## config.mk

```make
export PLATFORM = sky130hd
export DESIGN_NAME = fbdiv_top
export DESIGN_NICKNAME = d
export VERILOG_FILES = /design/src/rtl/fbdiv_pkg.sv /design/src/rtl/fbdiv_presc.sv /design/src/rtl/fbdiv_swallow.sv /design/src/rtl/fbdiv_mcnt.sv /design/src/rtl/fbdiv_top.sv
export SDC_FILE = /design/constraint.sdc
export NUM_CORES = 1
export LEC_CHECK = 0
export BUFFER_PORTS_ARGS = -buffer_cell sky130_fd_sc_hd__buf_2
export CELL_PAD_IN_SITES_DETAIL_PLACEMENT = 1
export CELL_PAD_IN_SITES_GLOBAL_PLACEMENT = 1
export CORE_MARGIN = 4
export CORE_UTILIZATION = 39
export DETAILED_ROUTE_END_ITERATION = 8
export PLACE_DENSITY_LB_ADDON = 0.1
export SLEW_MARGIN = 25
export SYNTH_ARGS = -nofsm -noshare
export SYNTH_HDL_FRONTEND = slang
export SYNTH_SLANG_ARGS = --single-unit
```

## constraint.sdc

```tcl
create_clock -name clk -period 2.52 [get_ports clk]
set_clock_uncertainty 0.15 [all_clocks]
set_input_delay 0.504 -clock clk [delete_from_list [all_inputs] [get_ports clk]]
set_output_delay 0.504 -clock clk [all_outputs]
set_load 0.02 [all_outputs]
```

## src/rtl/fbdiv_pkg.sv

```systemverilog
package fbdiv_pkg;

  // short modulus of the prescaler; the long one is PRE_BASE + 1
  localparam int unsigned PRE_BASE = 6;

  // length of one prescaler period in input clocks
  function automatic int unsigned presc_len(input logic use_long, input logic dbl);
    int unsigned len;
    len = use_long ? PRE_BASE + 1 : PRE_BASE;
    return dbl ? (len * 2) : len;
  endfunction

  // total division cycle length for settings taken as-is
  function automatic int unsigned fold_modulus(input int unsigned m, input int unsigned a,
                                               input logic dbl);
    int unsigned periods;
    int unsigned longs;
    int unsigned total;
    periods = m + 1;
    if (a == 0) longs = periods;
    else if (a > periods) longs = periods;
    else longs = a;
    total = periods * PRE_BASE + longs;
    return dbl ? (total * 2) : total;
  endfunction

endpackage

```

## src/rtl/fbdiv_presc.sv

```systemverilog
module fbdiv_presc #(
  parameter int unsigned BASE = fbdiv_pkg::PRE_BASE,
  localparam int unsigned CW = $clog2(2 * (BASE + 1))
) (
  input  logic clk,
  input  logic rst_n,
  input  logic load,
  input  logic use_long,
  input  logic dbl,
  output logic tc
);
  logic [CW-1:0] pcnt;
  logic [CW-1:0] last_idx;

  always_comb begin
    last_idx = CW'(fbdiv_pkg::presc_len(use_long, dbl) - 1);
    tc = (pcnt == last_idx);
  end

  always_ff @(posedge clk or negedge rst_n) begin
    if (!rst_n) pcnt <= '0;
    else if (load || tc) pcnt <= '0;
    else pcnt <= pcnt + 1'b1;
  end
endmodule

```

## src/rtl/fbdiv_swallow.sv

```systemverilog
module fbdiv_swallow #(
  parameter int unsigned A_W = 4
) (
  input  logic           clk,
  input  logic           rst_n,
  input  logic           load,
  input  logic [A_W-1:0] a_set,
  input  logic           step,
  output logic           use_long
);
  logic [A_W-1:0] acnt;
  logic           all_long_q;

  assign use_long = all_long_q || (acnt != '0);

  always_ff @(posedge clk or negedge rst_n) begin
    if (!rst_n) begin
      acnt       <= '0;
      all_long_q <= 1'b1;
    end else if (load) begin
      acnt       <= a_set;
      all_long_q <= (a_set == '0);
    end else if (step && acnt != '0) begin
      acnt <= acnt - 1'b1;
    end
  end
endmodule

```

## src/rtl/fbdiv_mcnt.sv

```systemverilog
module fbdiv_mcnt #(
  parameter int unsigned M_W = 6
) (
  input  logic           clk,
  input  logic           rst_n,
  input  logic           load,
  input  logic [M_W-1:0] m_set,
  input  logic           step,
  output logic           last
);
  logic [M_W-1:0] mcnt;

  assign last = (mcnt == '0);

  always_ff @(posedge clk or negedge rst_n) begin
    if (!rst_n) mcnt <= '0;
    else if (load) mcnt <= m_set;
    else if (step) mcnt <= mcnt - 1'b1;
  end
endmodule

```

## src/rtl/fbdiv_top.sv

```systemverilog
module fbdiv_top #(
  parameter int unsigned M_W = 6,
  parameter int unsigned A_W = 4
) (
  input  logic           clk,
  input  logic           rst_n,
  input  logic           jam,
  input  logic [M_W-1:0] m_val,
  input  logic [A_W-1:0] a_val,
  input  logic           dbl,
  output logic           fb_pulse,
  output logic           bad_cfg
);
  logic start_q;
  logic dbl_q;
  logic pulse_q;
  logic presc_tc;
  logic use_long;
  logic m_last;
  logic cyc_end;
  logic cyc_load;

  assign cyc_end  = presc_tc && m_last;
  assign cyc_load = start_q || jam || cyc_end;

  fbdiv_presc #(.BASE(fbdiv_pkg::PRE_BASE)) u_presc (
    .clk(clk), .rst_n(rst_n), .load(cyc_load),
    .use_long(use_long), .dbl(dbl_q), .tc(presc_tc)
  );

  fbdiv_swallow #(.A_W(A_W)) u_swallow (
    .clk(clk), .rst_n(rst_n), .load(cyc_load),
    .a_set(a_val), .step(presc_tc), .use_long(use_long)
  );

  fbdiv_mcnt #(.M_W(M_W)) u_mcnt (
    .clk(clk), .rst_n(rst_n), .load(cyc_load),
    .m_set(m_val), .step(presc_tc), .last(m_last)
  );

  always_ff @(posedge clk or negedge rst_n) begin
    if (!rst_n) begin
      start_q <= 1'b1;
      dbl_q   <= 1'b0;
      pulse_q <= 1'b0;
    end else begin
      start_q <= 1'b0;
      pulse_q <= cyc_end && !jam && !start_q;
      if (cyc_load) dbl_q <= dbl;
    end
  end

  assign fb_pulse = pulse_q;
  assign bad_cfg  = (32'(a_val) > 32'(m_val));
endmodule

```

Word level (Yosys, flattened, before mapping). Cells that the tools add are included.

Add/sub/neg operators: 4. Order comparisons: 1. Eq/ne operators: 1. Muxes and demuxes: 7. Reduce and logical (&&, ||, !) cells: 15.

Operators by type and width (count): $mux W4 (4); $mux W6 (2); $sub A4 B1 Y4 const B (2); $gt A4 B6 Y1 (1); $logic_not A6 Y1 (1); $sub A6 B1 Y6 const B (1); $add A4 B1 Y4 const B (1); $eq A4 B4 Y1 (1); $logic_and A1 B1 Y1 (4); $logic_not A4 Y1 (1); $logic_or A1 B1 Y1 (4); $reduce_bool A2 Y1 (2); $reduce_bool A4 Y1 (1); $logic_not A1 Y1 (2); $mux W1 (1).

Register bits: 18. Output and inout bits: 2. Word-level logic and storage cells: 35.

Depth between registers and ports, before layout.
Depth in word-level cells: 10. Gate-level depth with buffers: 11.

Cells and area by module. Synthesis repeated with hierarchy kept, for this count alone.

Cell total of the unflattened synthesis: 112. Area, all modules: 1124.8 um^2.

Modules (own cells, without submodules): fbdiv_mcnt (instances 1, cells each 38, area each 346.6 um^2); fbdiv_swallow (instances 1, cells each 31, area each 314.1 um^2); fbdiv_presc (instances 1, cells each 21, area each 246.5 um^2); fbdiv_top (instances 1, cells each 22, area each 217.7 um^2).

Worst setup path after synthesis. Ideal clock, no wire load.

Path type: input to output. From: in m_val[1]. To: out bad_cfg. Data arrival time: 2211 ps. Data required time: 1866 ps. Setup slack: -345 ps. Stages on the path: 6. Buffers on the path: 0. Cell sequence: inv_1 -> ha_1 -> nor2b_1 -> o21a_1 -> o21ai_0 -> a2111oi_0.

Cells in the longest elaborated chain, start to end: 1.

Ends and longest elaborated chain: from (decl) (RTL line fbdiv_top.sv:8) `input logic [M_W-1:0] m_val,`; $gt A4 B6 Y1 (RTL line fbdiv_top.sv:54) `assign bad_cfg = (32'(a_val) > 32'(m_val));`; to (decl) (RTL line fbdiv_top.sv:12) `output logic bad_cfg`.

Every way passes these cells.

Final worst setup path.
From: reg u_swallow.acnt[1]. To: reg u_swallow.acnt[2].

Cells in the longest elaborated chain, start to end: 9. Elaborated cells on any way between the ends: 13.

Ends and longest elaborated chain: from (decl) (RTL line fbdiv_swallow.sv:11) `logic [A_W-1:0] acnt;`; from (signal assigned) (RTL line fbdiv_swallow.sv:21) `acnt <= a_set;`; from (signal assigned) (RTL line fbdiv_swallow.sv:24) `acnt <= acnt - 1'b1;`; $reduce_bool A4 Y1 (RTL line fbdiv_swallow.sv:14, fbdiv_swallow.sv:23); $logic_or A1 B1 Y1 (RTL line fbdiv_swallow.sv:14) `assign use_long = all_long_q || (acnt != '0);`; $mux W1 (RTL line fbdiv_pkg.sv:9) `len = use_long ? PRE_BASE + 1 : PRE_BASE;`; $mux W4 (RTL line fbdiv_pkg.sv:10) `return dbl ? (len * 2) : len;`; $sub A4 B1 Y4 (RTL line fbdiv_presc.sv:16) `last_idx = CW'(fbdiv_pkg::presc_len(use_long, dbl) - 1);`; $eq A4 B4 Y1 (RTL line fbdiv_presc.sv:17) `tc = (pcnt == last_idx);`; $logic_and A1 B1 Y1 (RTL line fbdiv_top.sv:23) `assign cyc_end = presc_tc && m_last;`; $logic_or A1 B1 Y1 (RTL line fbdiv_top.sv:24) `assign cyc_load = start_q || jam || cyc_end;`; $mux W4 or $reduce_bool A2 Y1 (tied branches).

Several ways; a longest one is shown, not always the timed one. The select of a mux whose other input is x is not followed. A chain may end at the register's enable or synchronous reset.

==> summary.txt <==
Family with the most delay on the worst path = simple AND/OR/NAND/NOR gates
Final Power = 0.0006908 W
Core ar. = 3078 µm²
Maxcap violations = 0
CP Data Required Time = 2.58 ns
Die ar. = 4219 µm²
Detailed-route vias per instance = 5.632
EDFF count, synth = 0
# IOs = 16
CP Class = flip-flop to flip-flop
Crit-path max cell delay = 0.43 ns
Critical Path Source Type = flip-flop
Total clock buffers created by CTS = 3
Initial DRC count = 62
Sequential fraction of the synthesis area = 35.81%
Clock Sinks = 18
Mapped Cells = 133
Area grow syn2layout = 33.93%
Main flop type after synthesis = dfrtp_1
IO Port Bufs = 15
FF+latch count, synth = 18
Width of the die = 64.95 µm
Hold WS = 0.2809 ns
FF-to-FF Start = u_swallow.acnt[1]
Vias post-DR = 1,177
Ys async rst share = 100.0%
Final hold vios = 0
First-pass GRT wire length = 5.851 mm
Unrepaired setup endpoints after global routing = true
Avg WL per Cell = 17.78 µm
DRC viols = 0
Worst-skew pair later-pin latency = 0.31 ns
Crit path DAT = 2.60 ns
Fin. max-slew vios = 0
Die height = 64.95 µm
Crit-path cells = inv_2, ha_4, nor3b_4, nand2b_1, ha_4, xor2_1, and4_4, mux2_4, a311oi_1
Final number of setup-violating endpoints = 1
Largest net degree at the start of global routing = 19
Post-Synthesis Cell Area = 1265 µm²
Nets = 190
Post-route ant nets = 0
TritonCTS clock tree = done
Final Wtd Congestion = 0.8725
Hold Startpoint = dbl
Hold path endpoint = dbl_q
Top cell by count, worst path = ha_4
Yosys warns = 0
Register-to-register path setup slack = -0.02 ns
Worst vdd rail ir drop = 0.2372 mV
Post-synth cell types = 48
Worst-case reg-to-reg path depth = 9
Total stage count of the critical path = 9
Register area = 452.9 µm²
Initial core utilization = 41.10%
Share of cells above drive strength 1 = 39.39%
Final period util = 100.9%
Total track usage = 17.82%
Worst-path fanout max = 2
Finished Core Util = 55.04%
Crit path from = u_swallow.acnt[1]
Status = complete, but fails checks
Number of antenna violations at the first check in global routing = 0
Worst-margin pin slew = 0.5062 ns
Vias in the first global route = 1,219
Relative slew slack = 66.13%
WHS Path Cells = 2
Fill cell total of the finished layout = 364
Setup crit end kind = flip-flop
Syn nets = 157
Clk pin slew, worst setup/hold paths = 0.12 ns
FMAX = 393.4 MHz
Multi-input logic area = 878.3 µm²
Worst path bufs/invs = 1
Syn Area/Cell = 9.511 µm²
Capturing point of the worst reg2reg path = u_swallow.acnt[2]
Failing checks = setup timing
# H-tree levels = 1
GR Overflow Total = 0
Hold Path Class = input port to flip-flop
Detail Placement HPWL = 2.767 mm
Crit-path slowest cell = dfrtp_1
Inserted Diodes = 0
Final wirelength = 3.716 mm
Clk buf depth = 2
CTS root buf = clkbuf_4
Min Tclk post-route = 2.542 ns
PnR worst setup slack = -0.02193 ns
Pleak = 0.7290 nW
Power Density = 407.8 nW/µm²
Pre-Repair DR Iteration Count = 4
Row cnt = 20
[flip-flops by register name (all words and copies together) (netlist names)]
name                  flops
u_mcnt.mcnt               6
u_presc.pcnt              4
u_swallow.acnt            4
dbl_q                     1
fb_pulse                  1
start_q                   1
u_swallow.all_long_q      1
[through the flow]
step                instance area (µm²)  cells  TNS (ns)  setup WS (ns)
floorplan                          1271    133   -0.1043        -0.1043
global placement                   1455    199         0        0.07559
detailed placement                 1455    199  -0.04086       -0.03205
CTS                                1508    204  -0.02361       -0.01289
global route                       1694    209   -0.5283        -0.1117
finish                             1694    209  -0.02193       -0.02193
[worst max-delay path by stage]
| stage | end |
|---|---|
| 4_1_cts | u_swallow.acnt[3] |
| 3_5_place_dp | bad_cfg |
| 2_1_floorplan | bad_cfg |
| 5_1_grt | u_swallow.acnt[2] |
| 6_report | u_swallow.acnt[2] |
| 3_3_place_gp | bad_cfg |
[placed cells by master (no fill, tap or decap), drive strengths merged, types with 3 or more instances in the layout]
cell / n
nand2: 3
a31oi: 4
inv: 13
dfrtp: 16
nand3: 8
buf: 31
xor2: 4
o21ai: 5
nor2: 12
nor4: 3
nor3: 5
a21oi: 4
ha: 10
and4: 3
clkbuf: 5
mux2: 3
[worst register-to-register path, stage by stage, from the launching register on]
cell      delay (ns)
dfrtp_1         0.43
inv_2           0.09
ha_4            0.13
nor3b_4         0.18
nand2b_1        0.14
ha_4            0.19
xor2_1          0.28
and4_4          0.32
mux2_4          0.30
a311oi_1        0.24
[cell usage after synthesis, types with 2 or more instances]
| library cell | n | share of area [%] |
|---|---|---|
| clkbuf_8 | 2 | 2.2 |
| or2_2 | 2 | 0.99 |
| o32ai_1 | 2 | 1.4 |
| a221o_1 | 2 | 1.6 |
| nand2_1 | 3 | 0.89 |
| nor3_1 | 5 | 2.0 |
| xnor2_1 | 2 | 1.4 |
| dfrtp_1 | 16 | 32 |
| nor4_1 | 3 | 1.5 |
| o211ai_1 | 2 | 1.2 |
| o21ai_0 | 4 | 1.6 |
| and3_1 | 2 | 0.99 |
| ha_1 | 10 | 9.9 |
| xor2_1 | 4 | 2.8 |
| nand3_1 | 8 | 3.2 |
| a21oi_1 | 4 | 1.6 |
| mux2_2 | 3 | 2.7 |
| a31oi_1 | 4 | 2.0 |
| dfstp_2 | 2 | 4.2 |
| a211oi_1 | 2 | 1.2 |
| inv_1 | 13 | 3.9 |
| and4_1 | 2 | 1.4 |
| nor2_1 | 11 | 3.3 |
[where the power goes]
group	leakage, nW	switching, W	internal [W]
Sequential	0.218	0.0000235	0.000308
Combinational	0.496	0.000102	0.0000950
Clock	0.0150	0.000100	0.0000618
Total	0.729	0.000226	0.000465
[routing by layer]
metal | GRT usage (%) | wire length (µm)
met5 | 0 | 0
met4 | 5.805 | 70
met3 | 2.253 | 101
met2 | 31.80 | 1907
met1 | 21.97 | 1637
[logic make-up after synthesis]
family,count (synthesis),synth area share (%)
adders and majority gates,10,9.891
other,1,0.2965
xor gates and xnor gates,6,4.154
buffers and inverters,18,7.715
muxes,3,2.670
and+or+nand+nor,47,22.06
AOI/OAI and AO/OA,30,17.41
DFF,18,35.81
[timing repair]
item | CTS | global route
setup endpoints to repair | 7 | 12
hold buffers | 1 | 0
gates resized for setup | 3 | 27
pin swaps | 3 | 6
endpoints found under the hold margin | 16 | 0
buffers inserted | 0 | 5
[area by class of cell]
class                   instances  area share (%)
repair buffers                 33           13.74
inverters                      13           2.880
well taps                      44           3.250
clock buffers                   4           1.551
flip-flops and latches         18           26.74
multi-input cells              97           51.85
Note: power is estimated with default switching activity, not from simulation.
